## src/rtl/coh_dir_pkg.sv

```systemverilog
package coh_dir_pkg;
  typedef enum logic [2:0] {
    LN_ABSENT     = 3'd0,
    LN_FETCH_S    = 3'd1,
    LN_FETCH_X    = 3'd2,
    LN_GRANT_WAIT = 3'd3,
    LN_OWNED      = 3'd4,
    LN_RECALL     = 3'd5,
    LN_DIRTY      = 3'd6
  } line_st_e;

  localparam logic [2:0] MSG_GETS    = 3'd0;
  localparam logic [2:0] MSG_GETX    = 3'd1;
  localparam logic [2:0] MSG_PUTX    = 3'd2;
  localparam logic [2:0] MSG_UNBLK   = 3'd3;
  localparam logic [2:0] MSG_WB      = 3'd4;
  localparam logic [2:0] MSG_WB_RACE = 3'd5;

  typedef enum logic [1:0] {
    RSP_DATA_EXCL = 2'd0,
    RSP_DATA      = 2'd1,
    RSP_INV       = 2'd2,
    RSP_WB_ACK    = 2'd3
  } rsp_e;

  typedef enum logic [3:0] {
    EV_NONE, EV_MEM, EV_GETS, EV_GETX, EV_PUTX,
    EV_UNBLK, EV_WB, EV_WB_RACE, EV_BAD, EV_REPL
  } ev_e;

  typedef enum logic [1:0] {OUT_NONE, OUT_MEM_REQ, OUT_MEM_WB, OUT_RSP} out_e;

  function automatic logic is_stable(line_st_e s);
    return (s == LN_ABSENT) || (s == LN_OWNED) || (s == LN_DIRTY);
  endfunction
endpackage

```

## src/rtl/coh_dir_arb.sv

```systemverilog
module coh_dir_arb
  import coh_dir_pkg::*;
#(
  parameter int unsigned IDX_W = 2
) (
  input  logic             mem_valid_i,
  input  logic [IDX_W-1:0] mem_line_i,
  input  logic             l1_valid_i,
  input  logic [2:0]       l1_type_i,
  input  logic [IDX_W-1:0] l1_line_i,
  input  logic             l1_stable_i,
  input  logic             repl_valid_i,
  input  logic [IDX_W-1:0] repl_line_i,
  input  logic             repl_stable_i,
  output logic             l1_ready_o,
  output logic             repl_ready_o,
  output ev_e              ev_o,
  output logic [IDX_W-1:0] ev_line_o
);
  logic l1_resp, l1_rdy, l1_take, repl_rdy;

  always_comb begin
    // responses never wait on line state; only a fill can stall them
    l1_resp   = (l1_type_i >= MSG_UNBLK);
    l1_rdy    = !mem_valid_i && (l1_resp || l1_stable_i);
    l1_take   = l1_valid_i && l1_rdy;
    repl_rdy  = !mem_valid_i && !l1_take && repl_stable_i;
    ev_o      = EV_NONE;
    ev_line_o = '0;
    if (mem_valid_i) begin
      ev_o      = EV_MEM;
      ev_line_o = mem_line_i;
    end else if (l1_take) begin
      ev_line_o = l1_line_i;
      case (l1_type_i)
        MSG_GETS:    ev_o = EV_GETS;
        MSG_GETX:    ev_o = EV_GETX;
        MSG_PUTX:    ev_o = EV_PUTX;
        MSG_UNBLK:   ev_o = EV_UNBLK;
        MSG_WB:      ev_o = EV_WB;
        MSG_WB_RACE: ev_o = EV_WB_RACE;
        default:     ev_o = EV_BAD;
      endcase
    end else if (repl_valid_i && repl_rdy) begin
      ev_o      = EV_REPL;
      ev_line_o = repl_line_i;
    end
  end

  assign l1_ready_o   = l1_rdy;
  assign repl_ready_o = repl_rdy;
endmodule

```

## src/rtl/coh_dir_line_fsm.sv

```systemverilog
module coh_dir_line_fsm
  import coh_dir_pkg::*;
(
  input  line_st_e st_i,
  input  logic     stale_i,
  input  ev_e      ev_i,
  output line_st_e st_o,
  output logic     stale_o,
  output out_e     out_o,
  output rsp_e     rsp_o,
  output logic     err_o
);
  always_comb begin
    st_o    = st_i;
    stale_o = stale_i;
    out_o   = OUT_NONE;
    rsp_o   = RSP_DATA_EXCL;
    err_o   = 1'b0;
    case (ev_i)
      EV_NONE: ;
      EV_MEM: begin
        if (st_i == LN_FETCH_S || st_i == LN_FETCH_X) begin
          st_o  = LN_GRANT_WAIT;
          out_o = OUT_RSP;
          rsp_o = (st_i == LN_FETCH_S) ? RSP_DATA_EXCL : RSP_DATA;
        end else err_o = 1'b1;
      end
      EV_GETS, EV_GETX: begin
        if (st_i == LN_ABSENT) begin
          st_o  = (ev_i == EV_GETS) ? LN_FETCH_S : LN_FETCH_X;
          out_o = OUT_MEM_REQ;
        end else if (st_i == LN_DIRTY) begin
          st_o  = LN_GRANT_WAIT;
          out_o = OUT_RSP;
          rsp_o = (ev_i == EV_GETS) ? RSP_DATA_EXCL : RSP_DATA;
        end else err_o = 1'b1;
      end
      EV_PUTX: begin
        if (stale_i && is_stable(st_i)) begin
          // eviction crossed a recall: acknowledge, keep ownership
          stale_o = 1'b0;
          out_o   = OUT_RSP;
          rsp_o   = RSP_WB_ACK;
        end else if (st_i == LN_OWNED) begin
          st_o  = LN_DIRTY;
          out_o = OUT_RSP;
          rsp_o = RSP_WB_ACK;
        end else err_o = 1'b1;
      end
      EV_UNBLK: begin
        if (st_i == LN_GRANT_WAIT) st_o = LN_OWNED;
        else err_o = 1'b1;
      end
      EV_WB, EV_WB_RACE: begin
        if (st_i == LN_RECALL) begin
          st_o    = LN_ABSENT;
          stale_o = (ev_i == EV_WB_RACE);
        end else err_o = 1'b1;
      end
      EV_REPL: begin
        if (st_i == LN_OWNED) begin
          st_o  = LN_RECALL;
          out_o = OUT_RSP;
          rsp_o = RSP_INV;
        end else if (st_i == LN_DIRTY) begin
          st_o  = LN_ABSENT;
          out_o = OUT_MEM_WB;
        end else if (st_i != LN_ABSENT) err_o = 1'b1;
      end
      default: err_o = 1'b1;
    endcase
  end
endmodule

```

## src/rtl/coh_dir_ctrl.sv

```systemverilog
module coh_dir_ctrl
  import coh_dir_pkg::*;
#(
  parameter int unsigned NUM_LINES = 4,
  localparam int unsigned IDX_W = (NUM_LINES > 1) ? $clog2(NUM_LINES) : 1
) (
  input  logic             clk_i,
  input  logic             rst_ni,
  input  logic             l1_valid_i,
  input  logic [2:0]       l1_type_i,
  input  logic [IDX_W-1:0] l1_line_i,
  output logic             l1_ready_o,
  input  logic             repl_valid_i,
  input  logic [IDX_W-1:0] repl_line_i,
  output logic             repl_ready_o,
  input  logic             mem_rsp_valid_i,
  input  logic [IDX_W-1:0] mem_rsp_line_i,
  output logic             mem_req_valid_o,
  output logic [IDX_W-1:0] mem_req_line_o,
  output logic             mem_wb_valid_o,
  output logic [IDX_W-1:0] mem_wb_line_o,
  output logic             rsp_valid_o,
  output logic [1:0]       rsp_type_o,
  output logic [IDX_W-1:0] rsp_line_o,
  output logic             error_o
);
  line_st_e [NUM_LINES-1:0] st_all;
  logic     [NUM_LINES-1:0] stale_all;
  ev_e                      ev;
  logic     [IDX_W-1:0]     ev_line;
  line_st_e                 nxt_st;
  logic                     nxt_stale, ev_err;
  out_e                     ev_out;
  rsp_e                     ev_rsp;

  coh_dir_arb #(.IDX_W(IDX_W)) u_arb (
    .mem_valid_i   (mem_rsp_valid_i),
    .mem_line_i    (mem_rsp_line_i),
    .l1_valid_i    (l1_valid_i),
    .l1_type_i     (l1_type_i),
    .l1_line_i     (l1_line_i),
    .l1_stable_i   (is_stable(st_all[l1_line_i])),
    .repl_valid_i  (repl_valid_i),
    .repl_line_i   (repl_line_i),
    .repl_stable_i (is_stable(st_all[repl_line_i])),
    .l1_ready_o    (l1_ready_o),
    .repl_ready_o  (repl_ready_o),
    .ev_o          (ev),
    .ev_line_o     (ev_line)
  );

  coh_dir_line_fsm u_fsm (
    .st_i    (st_all[ev_line]),
    .stale_i (stale_all[ev_line]),
    .ev_i    (ev),
    .st_o    (nxt_st),
    .stale_o (nxt_stale),
    .out_o   (ev_out),
    .rsp_o   (ev_rsp),
    .err_o   (ev_err)
  );

  for (genvar g = 0; g < NUM_LINES; g++) begin : g_line
    line_st_e st_q;
    logic     stale_q;
    always_ff @(posedge clk_i or negedge rst_ni) begin
      if (!rst_ni) begin
        st_q    <= LN_ABSENT;
        stale_q <= 1'b0;
      end else if (ev != EV_NONE && ev_line == IDX_W'(g)) begin
        st_q    <= nxt_st;
        stale_q <= nxt_stale;
      end
    end
    assign st_all[g]    = st_q;
    assign stale_all[g] = stale_q;
  end

  always_ff @(posedge clk_i or negedge rst_ni) begin
    if (!rst_ni) begin
      mem_req_valid_o <= 1'b0;
      mem_wb_valid_o  <= 1'b0;
      rsp_valid_o     <= 1'b0;
      mem_req_line_o  <= '0;
      mem_wb_line_o   <= '0;
      rsp_line_o      <= '0;
      rsp_type_o      <= '0;
      error_o         <= 1'b0;
    end else begin
      mem_req_valid_o <= (ev != EV_NONE) && (ev_out == OUT_MEM_REQ);
      mem_wb_valid_o  <= (ev != EV_NONE) && (ev_out == OUT_MEM_WB);
      rsp_valid_o     <= (ev != EV_NONE) && (ev_out == OUT_RSP);
      mem_req_line_o  <= ev_line;
      mem_wb_line_o   <= ev_line;
      rsp_line_o      <= ev_line;
      rsp_type_o      <= ev_rsp;
      error_o         <= error_o | ((ev != EV_NONE) && ev_err);
    end
  end
endmodule

```

## config.mk

```make
export PLATFORM = sky130hd
export DESIGN_NAME = coh_dir_ctrl
export DESIGN_NICKNAME = d
export VERILOG_FILES = /design/src/rtl/coh_dir_pkg.sv /design/src/rtl/coh_dir_arb.sv /design/src/rtl/coh_dir_line_fsm.sv /design/src/rtl/coh_dir_ctrl.sv
export SDC_FILE = /design/constraint.sdc
export NUM_CORES = 1
export LEC_CHECK = 0
export CAP_MARGIN = 20
export CELL_PAD_IN_SITES_DETAIL_PLACEMENT = 1
export CELL_PAD_IN_SITES_GLOBAL_PLACEMENT = 2
export CORE_ASPECT_RATIO = 0.75
export CORE_MARGIN = 2
export CORE_UTILIZATION = 36
export CTS_CLUSTER_DIAMETER = 80
export DETAILED_ROUTE_END_ITERATION = 10
export DONT_BUFFER_PORTS = 1
export GPL_TIMING_DRIVEN = 0
export PLACE_DENSITY_LB_ADDON = 0.12
export SETUP_SLACK_MARGIN = 0.5
export SLEW_MARGIN = 20
export SYNTH_ARGS = -nofsm -noshare
export SYNTH_HDL_FRONTEND = slang
export SYNTH_SLANG_ARGS = --single-unit
```

## constraint.sdc

```tcl
create_clock -name clk_i -period 2.6 [get_ports clk_i]
set_input_delay 0.13 -clock clk_i [delete_from_list [all_inputs] [get_ports clk_i]]
set_output_delay 0.13 -clock clk_i [all_outputs]
set_load 0.02 [all_outputs]
```

==> results of run 1 <==
## metal layers
metal,track usage,wire [µm],vias to the layer above
li1,-,-,884
met1,0.276,3200,995
met2,0.412,3720,36
met3,0.0286,221,6
met4,0.0404,75,0
met5,0,0,-
## logic make-up (layout without fill, tap and decap cells)
group,count (synthesis),count (layout),synth area share
AND/OR/NAND/NOR,82,82,0.228
AO/OA/AOI/OAI,60,60,0.264
multiplexers,25,25,0.145
flip-flops,24,24,0.301
buffers and inverters,17,64,0.0533
XOR/XNOR,1,1,0.00816
## timing repair
item,4_1_cts,5_1_grt
endpoints found under the hold margin,24,0
buffers inserted,26,14
setup endpoints to repair,23,23
resized for setup,45,53
hold buffers,2,0
gates cloned,0,1
pin swaps,18,18
## metrics by stage
stage | worst slack [ns] | cell area (µm²) | cells | hold WS [ns] | power [mW]
after global routing | -0.648 | 3060 | 331 | 0.190 | 2.58
after global placement | -0.802 | 2120 | 284 | -0.165 | 1.42
after detailed placement | -0.910 | 2130 | 284 | -0.165 | 1.45
final | -0.547 | 3060 | 331 | 0.184 | 2.47
after CTS | -0.494 | 2680 | 316 | 0.172 | 2.16
after floorplan | -0.161 | 2030 | 209 | -0.166 | 1.25
## sequential cells by signal, indices dropped and copies added, names as in the netlist
signal	flops
rsp_type_o	2
mem_req_valid_o	1
g_line.st_q	12
rsp_valid_o	1
error_o	1
mem_wb_line_o	2
mem_wb_valid_o	1
g_line.stale_q	4
## path summary, 6_finish.rpt
kind / from / endpoint / slack (ns) / depth (start not counted)
max: g_line[2].st_q[1] / g_line[3].st_q[0] / -0.55 / 14
min: l1_type_i[1] / error_o / 0.18 / 3
max reg2reg: g_line[2].st_q[1] / g_line[3].st_q[0] / -0.55 / 14
min reg2reg: g_line[0].stale_q / g_line[0].stale_q / 0.54 / 2
max in group asynchronous: rst_ni / g_line[1].st_q[1] / 2.16 / 2
min in group asynchronous: rst_ni / g_line[0].st_q[1] / 0.28 / 2
## synthesized netlist by cell type (4+ instances only)
cell      instances  area [µm²]
nand2b_1          8        50.1
mux2i_1           7        70.1
inv_1             4        15.0
o21ai_0           6        30.0
a21oi_1           7        35.0
a21o_1            4        30.0
buf_4             7        52.6
nand2_1          23        86.3
a221oi_1          4        35.0
o211ai_1          4        30.0
dfrtp_1          24         601
mux2_2           15         169
nor2_1           22        82.6
## worst reg2reg max path, stage by stage (launching register included)
cell      delay, ns
dfrtp_1        0.39
nor2b_4        0.15
buf_6          0.12
o32ai_4        0.33
nand3b_1       0.18
a41oi_4        0.25
buf_12         0.16
a221oi_4       0.07
mux2i_2        0.22
buf_6          0.17
and2b_2        0.28
nand2_2        0.12
o211a_4        0.19
o211ai_4       0.11
mux2_4         0.29
## power by group
group          switching (mW)  leakage (nW)  total, mW  internal [mW]
combinational           0.761         0.903       1.59          0.825
sequential              0.149         0.298      0.618          0.470
clock                   0.130        0.0288      0.265          0.135
total                    1.04          1.23       2.47           1.43
## area by class of cell
cell class | instances | area (µm²)
Buffer | 12 | 97.6
Clock buffer | 4 | 55.1
Fill cell | 582 | 2290
Inverter | 5 | 21.3
Multi-Input combinational cell | 168 | 1780
Sequential cell | 24 | 609
Tap cell | 75 | 93.8
Timing Repair Buffer | 43 | 407
==> results.json, run 1 <==
{
  "ys_seq_area_frac": 0.301,
  "die-area_um2": 6160,
  "finalNetCount": 271,
  "worst-path-buf-inv": 3,
  "vias": 1921,
  "routabilityCongestion": 0.901,
  "synth.avg_cell_area_um2": 9.54,
  "cts_root_buf": "clkbuf_8",
  "cts_max_path_buffers": 2,
  "cts.sinks": 24,
  "min_path_type": "primary input to register",
  "critical_path.max_fanout": 6,
  "clk_latency_ns": 0.27,
  "max_slew.worst_pin.slew_ns": 0.778,
  "outcome": "finished with violations",
  "end_kind": "register",
  "track_usage": 0.218,
  "dp_hpwl_um": 4600,
  "io_pins": 28,
  "clk_pin_slew_ns": 0.09,
  "worstPathArrival_ns": 3.31,
  "p_leak_nw": 1.23,
  "synthFlopType": "dfrtp_1",
  "drv_cap": 0,
  "vias_per_cell": 5.80,
  "cpPeakStageDelay_ns": 0.39,
  "syn_nets": 223,
  "cts_htree_levels": 1,
  "ys_types": 63,
  "slew_viol_final": 0,
  "cts_tree": "done",
  "wl_per_cell_um": 21.8,
  "diodes": 0,
  "crit_family": "compound AO/OA/AOI/OAI gates",
  "drt.antenna.violating_nets": 0,
  "syn_area_um2": 1990,
  "irDropWorstVdd_mv": 0.339,
  "antenna_found_initial": 0,
  "crit_path_start_kind": "register",
  "dr.pass1.iters": 4,
  "drt_iter0_drc": 92,
  "worstPathRequired_ns": 2.76,
  "synth_edf_count": 0,
  "start_util": 0.373,
  "finalCritPeriodShare": 1.21,
  "final_cell_mix": "buf_4 (32), nand2_1 (20), buf_6 (17), nor2_1 (17), dfrtp_1 (17)",
  "drc": 0,
  "max_freq_mhz": 318,
  "rows": 23,
  "numCtsBuffers": 3,
  "grt_pass1_vias": 1944,
  "path_cells": "nor2b_4 -> buf_6 -> o32ai_4 -> nand3b_1 -> a41oi_4 -> buf_12 -> a221oi_4 -> mux2i_2 -> buf_6 -> and2b_2 -> nand2_2 -> o211a_4 -> o211ai_4 -> mux2_4",
  "port_buffers": 0,
  "cp_common_cell": "buf_6",
  "hold_viol": 0,
  "area_delta_synth_final_pct": 53.5,
  "setup_viol_count_final": 21,
  "rsz0062_at_grt": "true",
  "final_common_cell": "buf_4",
  "timing.final.ws_setup_ns": -0.547,
  "violations": "setup timing",
  "finClkSkew_ns": 0.00117,
  "die_w_um": 89.9,
  "synth_warnings": 0,
  "grt_start_max_net_pins": 25,
  "overflow": 0,
  "crit_type": "register to register",
  "core-area_um2": 5350,
  "fin_tns_setup_ns": -9.35,
  "ys_async_sr_fraction": 1.00,
  "fin_util": 0.572,
  "relSlewSlack": 0.479,
  "wirelength_um": 7210,
  "syn_inst": 209,
  "die_h_um": 68.5,
  "grt_pass1_wl_um": 10300,
  "critPathSlowestCell": "dfrtp_1",
  "ys_ff_latch": 24,
  "finalCriticalPeriod_ns": 3.15,
  "power_density_nw_per_um2": 807,
  "drive_gt1_frac": 0.566
}
No activity file was read; power rests on OpenSTA's default activity.
==> run 2, diff against run 1 <==
--- a/config.mk
+++ b/config.mk
@@ -6,11 +6,11 @@
 export NUM_CORES = 1
 export LEC_CHECK = 0
 export CAP_MARGIN = 20
-export CELL_PAD_IN_SITES_DETAIL_PLACEMENT = 1
-export CELL_PAD_IN_SITES_GLOBAL_PLACEMENT = 2
+export CELL_PAD_IN_SITES_DETAIL_PLACEMENT = 0
+export CELL_PAD_IN_SITES_GLOBAL_PLACEMENT = 1
 export CORE_ASPECT_RATIO = 0.75
 export CORE_MARGIN = 2
-export CORE_UTILIZATION = 36
+export CORE_UTILIZATION = 44
 export CTS_CLUSTER_DIAMETER = 80
 export DETAILED_ROUTE_END_ITERATION = 10
 export DONT_BUFFER_PORTS = 1
==> results.json, run 2 (same netlist as run 1, synthesis figures left out) <==
{
  "outcome": "finished with violations",
  "violations": "setup timing",
  "cts_root_buf": "clkbuf_8",
  "port_buffers": 0,
  "rsz0062_at_grt": "true",
  "min_path_type": "primary input to register",
  "io_pins": 28,
  "dr.pass1.iters": 4,
  "irDropWorstVdd_mv": 0.520,
  "drt.antenna.violating_nets": 0,
  "slew_viol_final": 0,
  "max_slew.worst_pin.slew_ns": 0.781,
  "relSlewSlack": 0.475,
  "cpPeakStageDelay_ns": 0.44,
  "p_leak_nw": 1.23,
  "grt_pass1_vias": 1929,
  "core-area_um2": 4410,
  "drt_iter0_drc": 129,
  "critPathSlowestCell": "dfrtp_2",
  "path_cells": "nor2b_4 -> o32ai_4 -> o211ai_1 -> a41oi_4 -> buf_12 -> a221oi_4 -> mux2i_2 -> buf_4 -> buf_8 -> a2111oi_4 -> nand2_1 -> o211ai_4 -> mux2_4",
  "fin_cells": 318,
  "clk_pin_slew_ns": 0.09,
  "start_util": 0.452,
  "rows": 21,
  "grt_start_max_net_pins": 25,
  "vias": 1922,
  "wirelength_um": 6560,
  "final_cell_mix": "buf_4 (48), nand2_1 (20), nor2_1 (17), dfrtp_1 (17), mux2_2 (10)",
  "dp_hpwl_um": 4070,
  "power_density_nw_per_um2": 825,
  "diodes": 0,
  "top_regs": "g_line.st_q: 12 flops, g_line.stale_q: 4 flops",
  "worstPathRequired_ns": 2.83,
  "worstPathArrival_ns": 3.27,
  "track_usage": 0.265,
  "end_kind": "register",
  "die_w_um": 81.7,
  "largest_reg_flops": 12,
  "drc": 0,
  "cts_htree_levels": 1,
  "cts.sinks": 24,
  "fin_area_um2": 2940,
  "largest-register": "g_line.st_q",
  "die_h_um": 62.3,
  "place_area_um2": 2100,
  "drv_cap": 0,
  "routabilityCongestion": 0.894,
  "wl_per_cell_um": 20.6,
  "hold_viol": 0,
  "place_ws_ns": -0.702,
  "clk_latency_ns": 0.28,
  "finalCriticalPeriod_ns": 3.04,
  "finalNetCount": 276,
  "final_common_cell": "buf_4",
  "antenna_found_initial": 0,
  "drive_gt1_frac": 0.552,
  "cts_tree": "done",
  "timing.hold.ws_ns": 0.187,
  "grt_pass1_wl_um": 10200,
  "place_inst": 266,
  "finalCritPeriodShare": 1.17,
  "area_delta_synth_final_pct": 47.6,
  "finClkSkew_ns": 0.00240,
  "overflow": 0,
  "n_fill_cell": 327,
  "critical_path.max_fanout": 7,
  "cts_max_path_buffers": 2,
  "setup_viol_count_final": 21,
  "max_freq_mhz": 329,
  "vias_per_cell": 6.04,
  "numCtsBuffers": 3,
  "crit_path_start_kind": "register",
  "timing.final.ws_setup_ns": -0.442,
  "die-area_um2": 5090,
  "crit_type": "register to register"
}
run 2: cell types whose count changed in the layout (fill, tap and decap cells not counted), moves of 2 or more:
cell / change
o31ai_1: +3
o221ai_2: +2
a221oi_4: -2
buf_4: +16
nand2b_4: -2
o221ai_4: -2
a221oi_2: +2
buf_6: -11
o31ai_2: -3
run 2: worst paths after layout:
path / from / slack [ns] / depth (start not counted) / to
min reg2reg: g_line[1].stale_q / 0.54 / 2 / g_line[1].stale_q
max reg2reg: g_line[2].st_q[2] / -0.44 / 13 / g_line[0].st_q[0]
min: l1_type_i[1] / 0.19 / 3 / error_o
min in group asynchronous: rst_ni / 0.30 / 2 / g_line[3].st_q[1]
max: g_line[2].st_q[2] / -0.44 / 13 / g_line[0].st_q[0]
max in group asynchronous: rst_ni / 2.14 / 2 / g_line[3].st_q[2]
run 2: area by class of cell:
type	instances	area, µm²	area share
sequential	24	609	0.207
tap	57	71.3	0.0242
clock buffer	3	41.3	0.0140
multi-input combinational	168	1670	0.567
buffer	12	97.6	0.0331
timing repair buffer	48	403	0.137
clock inverter	1	30.0	0.0102
inverter	5	21.3	0.00722
run 2: routing by layer:
metal | track usage | routed length (µm) | up-vias | part of all wire
li1 | - | - | 900 | -
met1 | 0.364 | 2870 | 956 | 0.44
met2 | 0.418 | 3290 | 59 | 0.50
met3 | 0.0523 | 343 | 7 | 0.052
met4 | 0.0833 | 55 | 0 | 0.0084
met5 | 0 | 0 | - | 0
run 2: where the power goes:
group / switching (mW) / internal, mW / leakage, nW
combinational: 0.713 / 0.769 / 0.893
sequential: 0.130 / 0.468 / 0.297
clock: 0.140 / 0.207 / 0.0357
run 2: what timing repair did:
action,CTS,global route
hold endpoints to repair,24,0
pin swaps,25,16
setup endpoints to repair,23,23
hold buffers,2,0
setup buffers,29,17
resized for setup,51,21
run 2: critical path, delay by kind of cell (launching register included):
family | cells | cell delay [ns]
DFF | 1 | 0.44
muxes | 2 | 0.29
buffers and inverters | 3 | 0.48
and+or+nand+nor | 2 | 0.34
AOI/OAI and AO/OA | 6 | 1.43
run 2: stage by stage:
stage          utilization  TNS [ns]  power [mW]
6_report             0.667     -7.75        2.43
3_5_place_dp         0.476    -11.85        1.43
5_1_grt              0.667    -10.82        2.54
3_3_place_gp         0.476    -11.20        1.40
2_1_floorplan            -     -1.16        1.25
4_1_cts              0.617     -7.12        2.18
==> run 3, diff against run 2 <==
--- a/config.mk
+++ b/config.mk
@@ -6,11 +6,9 @@
 export NUM_CORES = 1
 export LEC_CHECK = 0
 export CAP_MARGIN = 20
-export CELL_PAD_IN_SITES_DETAIL_PLACEMENT = 0
-export CELL_PAD_IN_SITES_GLOBAL_PLACEMENT = 1
 export CORE_ASPECT_RATIO = 0.75
 export CORE_MARGIN = 2
-export CORE_UTILIZATION = 44
+export CORE_UTILIZATION = 57
 export CTS_CLUSTER_DIAMETER = 80
 export DETAILED_ROUTE_END_ITERATION = 10
 export DONT_BUFFER_PORTS = 1
==> results.json, run 3 (same netlist as run 1, synthesis figures left out) <==
{
  "outcome": "finished with violations",
  "violations": "setup timing",
  "max_slew.worst_pin.slew_ns": 0.698,
  "rows": 18,
  "port_buffers": 0,
  "rsz0062_at_grt": "true",
  "clk_latency_ns": 0.27,
  "largest-register": "g_line.st_q",
  "worstPathArrival_ns": 3.38,
  "worst-path-buf-inv": 2,
  "grt_start_max_net_pins": 25,
  "path_cells": "nor2b_4 -> nor4bb_4 -> o41ai_4 -> buf_4 -> nor3_4 -> buf_4 -> o21a_4 -> a2bb2oi_4 -> xor2_2 -> a21oi_2 -> o211a_4 -> o211ai_4 -> mux2_4",
  "io_pins": 28,
  "top_regs": "g_line.st_q: 12 flops, g_line.stale_q: 4 flops",
  "routabilityCongestion": 0.880,
  "p_int_mw": 1.23,
  "power_density_nw_per_um2": 798,
  "start_util": 0.602,
  "worstPathRequired_ns": 2.81,
  "die_w_um": 72.3,
  "dp_hpwl_um": 3750,
  "cpPeakStageDelay_ns": 0.40,
  "finalNetCount": 260,
  "combPwrFrac": 0.616,
  "wirelength_um": 6990,
  "area_delta_synth_final_pct": 37.7,
  "slew_viol_final": 0,
  "die_h_um": 55.2,
  "core-area_um2": 3310,
  "finalCriticalPeriod_ns": 3.17,
  "timing.rr.start": "g_line[2].st_q[1]",
  "timing.hold.ws_ns": 0.185,
  "fin_util": 0.830,
  "power.share.clock": 0.100,
  "vias_per_cell": 7.25,
  "grt_pass1_vias": 1869,
  "drt.antenna.violating_nets": 0,
  "final_cell_mix": "buf_4 (32), nand2_1 (19), nor2_1 (18)",
  "setup_viol_count_final": 21,
  "clk_pin_slew_ns": 0.09,
  "overflow": 0,
  "crit_type": "register to register",
  "cts_max_path_buffers": 2,
  "grt_pass1_wl_um": 9720,
  "drt_iter0_drc": 278,
  "switchingPower_mw": 0.962,
  "cts.sinks": 24,
  "finClkSkew_ns": 0.0126,
  "drive_gt1_frac": 0.545,
  "cts_root_buf": "clkbuf_8",
  "min_path_type": "primary input to register",
  "die-area_um2": 3990,
  "critical_path.max_fanout": 4,
  "irDropWorstVdd_mv": 0.681,
  "relSlewSlack": 0.533,
  "p_total_mw": 2.19,
  "hold_viol": 0,
  "cts_tree": "done",
  "track_usage": 0.315,
  "cp_common_cell": "buf_4",
  "diodes": 0,
  "antenna_found_initial": 0,
  "netSwitchingFraction": 0.439,
  "timing.final.ws_setup_ns": -0.566,
  "p_leak_nw": 1.14,
  "end_kind": "register",
  "drc": 0,
  "finalCritPeriodShare": 1.22,
  "startpoint": "g_line[2].st_q[1]",
  "drv_cap": 0,
  "dr.pass1.iters": 6,
  "vias": 2058,
  "max_freq_mhz": 316,
  "numCtsBuffers": 3,
  "crit_family": "compound AO/OA/AOI/OAI gates",
  "min_from": "l1_type_i[1]",
  "cts_htree_levels": 1,
  "critPathSlowestCell": "dfrtp_1",
  "largest_reg_flops": 12,
  "seqPwrFrac": 0.284,
  "wl_per_cell_um": 24.6,
  "final_common_cell": "buf_4",
  "crit_path_start_kind": "register"
}
## run 3: changes by cell type in the layout (fill, tap and decap cells not counted), sizes merged
cell / before / now
bufinv: 1 / 0
buf: 57 / 41
## run 3: worst register-to-register path: stages (launching register included)
cell	delay [ns]
dfrtp_1	0.40
nor2b_4	0.17
nor4bb_4	0.35
o41ai_4	0.12
buf_4	0.17
nor3_4	0.32
buf_4	0.20
o21a_4	0.13
a2bb2oi_4	0.21
xor2_2	0.21
a21oi_2	0.09
o211a_4	0.30
o211ai_4	0.23
mux2_4	0.21
## run 3: repair_timing
action	in CTS	in global routing
gates resized for setup	48	28
hold endpoints to repair	24	24
setup buffers	22	7
pin swaps	27	7
endpoints found under the setup margin	22	23
hold buffers	1	1
## run 3: layer usage
layer  GRT usage  wire [µm]  vias to the layer above
met5           0          0                        -
met4       0.113        408                        0
met3      0.0803        901                       50
met2       0.473       3100                      174
met1       0.436       2580                      979
li1            -          -                      855
## run 3: power groups by stage
stage	Sequential, mW	Combinational [mW]	Clock (mW)
after floorplan	0.572	0.677	0
after CTS	0.597	1.18	0.221
after global placement	0.601	0.782	0
after global routing	0.632	1.40	0.232
final	0.623	1.35	0.219
after detailed placement	0.608	0.809	0
## run 3: path summary, 6_finish.rpt
check / endpoint / slack (ns) / cells past startpoint
hold / removal: error_o / 0.19 / 3
max in group asynchronous: g_line[1].st_q[2] / 1.81 / 2
min in group asynchronous: g_line[1].st_q[1] / 0.40 / 2
setup / recovery: g_line[2].st_q[0] / -0.57 / 13
setup reg to reg: g_line[2].st_q[0] / -0.57 / 13
hold reg to reg: g_line[2].stale_q / 0.54 / 1
## run 3: per-stage QoR
stage          area [µm²]  worst slack [ns]  TNS, ns  cells
3_5_place_dp         2090            -0.655   -10.41    250
4_1_cts              2560            -0.391    -5.55    276
6_report             2750            -0.566    -9.33    284
5_1_grt              2750            -0.639   -10.86    284
2_1_floorplan        2030            -0.161    -1.16    209
3_3_place_gp         2080            -0.543    -8.59    249
## run 3: layout make-up
cell class                 instances  area, µm²
clock buffer                       3       41.3
inverter                           5       21.3
timing repair buffer              32        253
multi-input combinational        168       1680
tap                               40       50.0
fill                             167        564
buffer                            12       93.8
sequential                        24        609
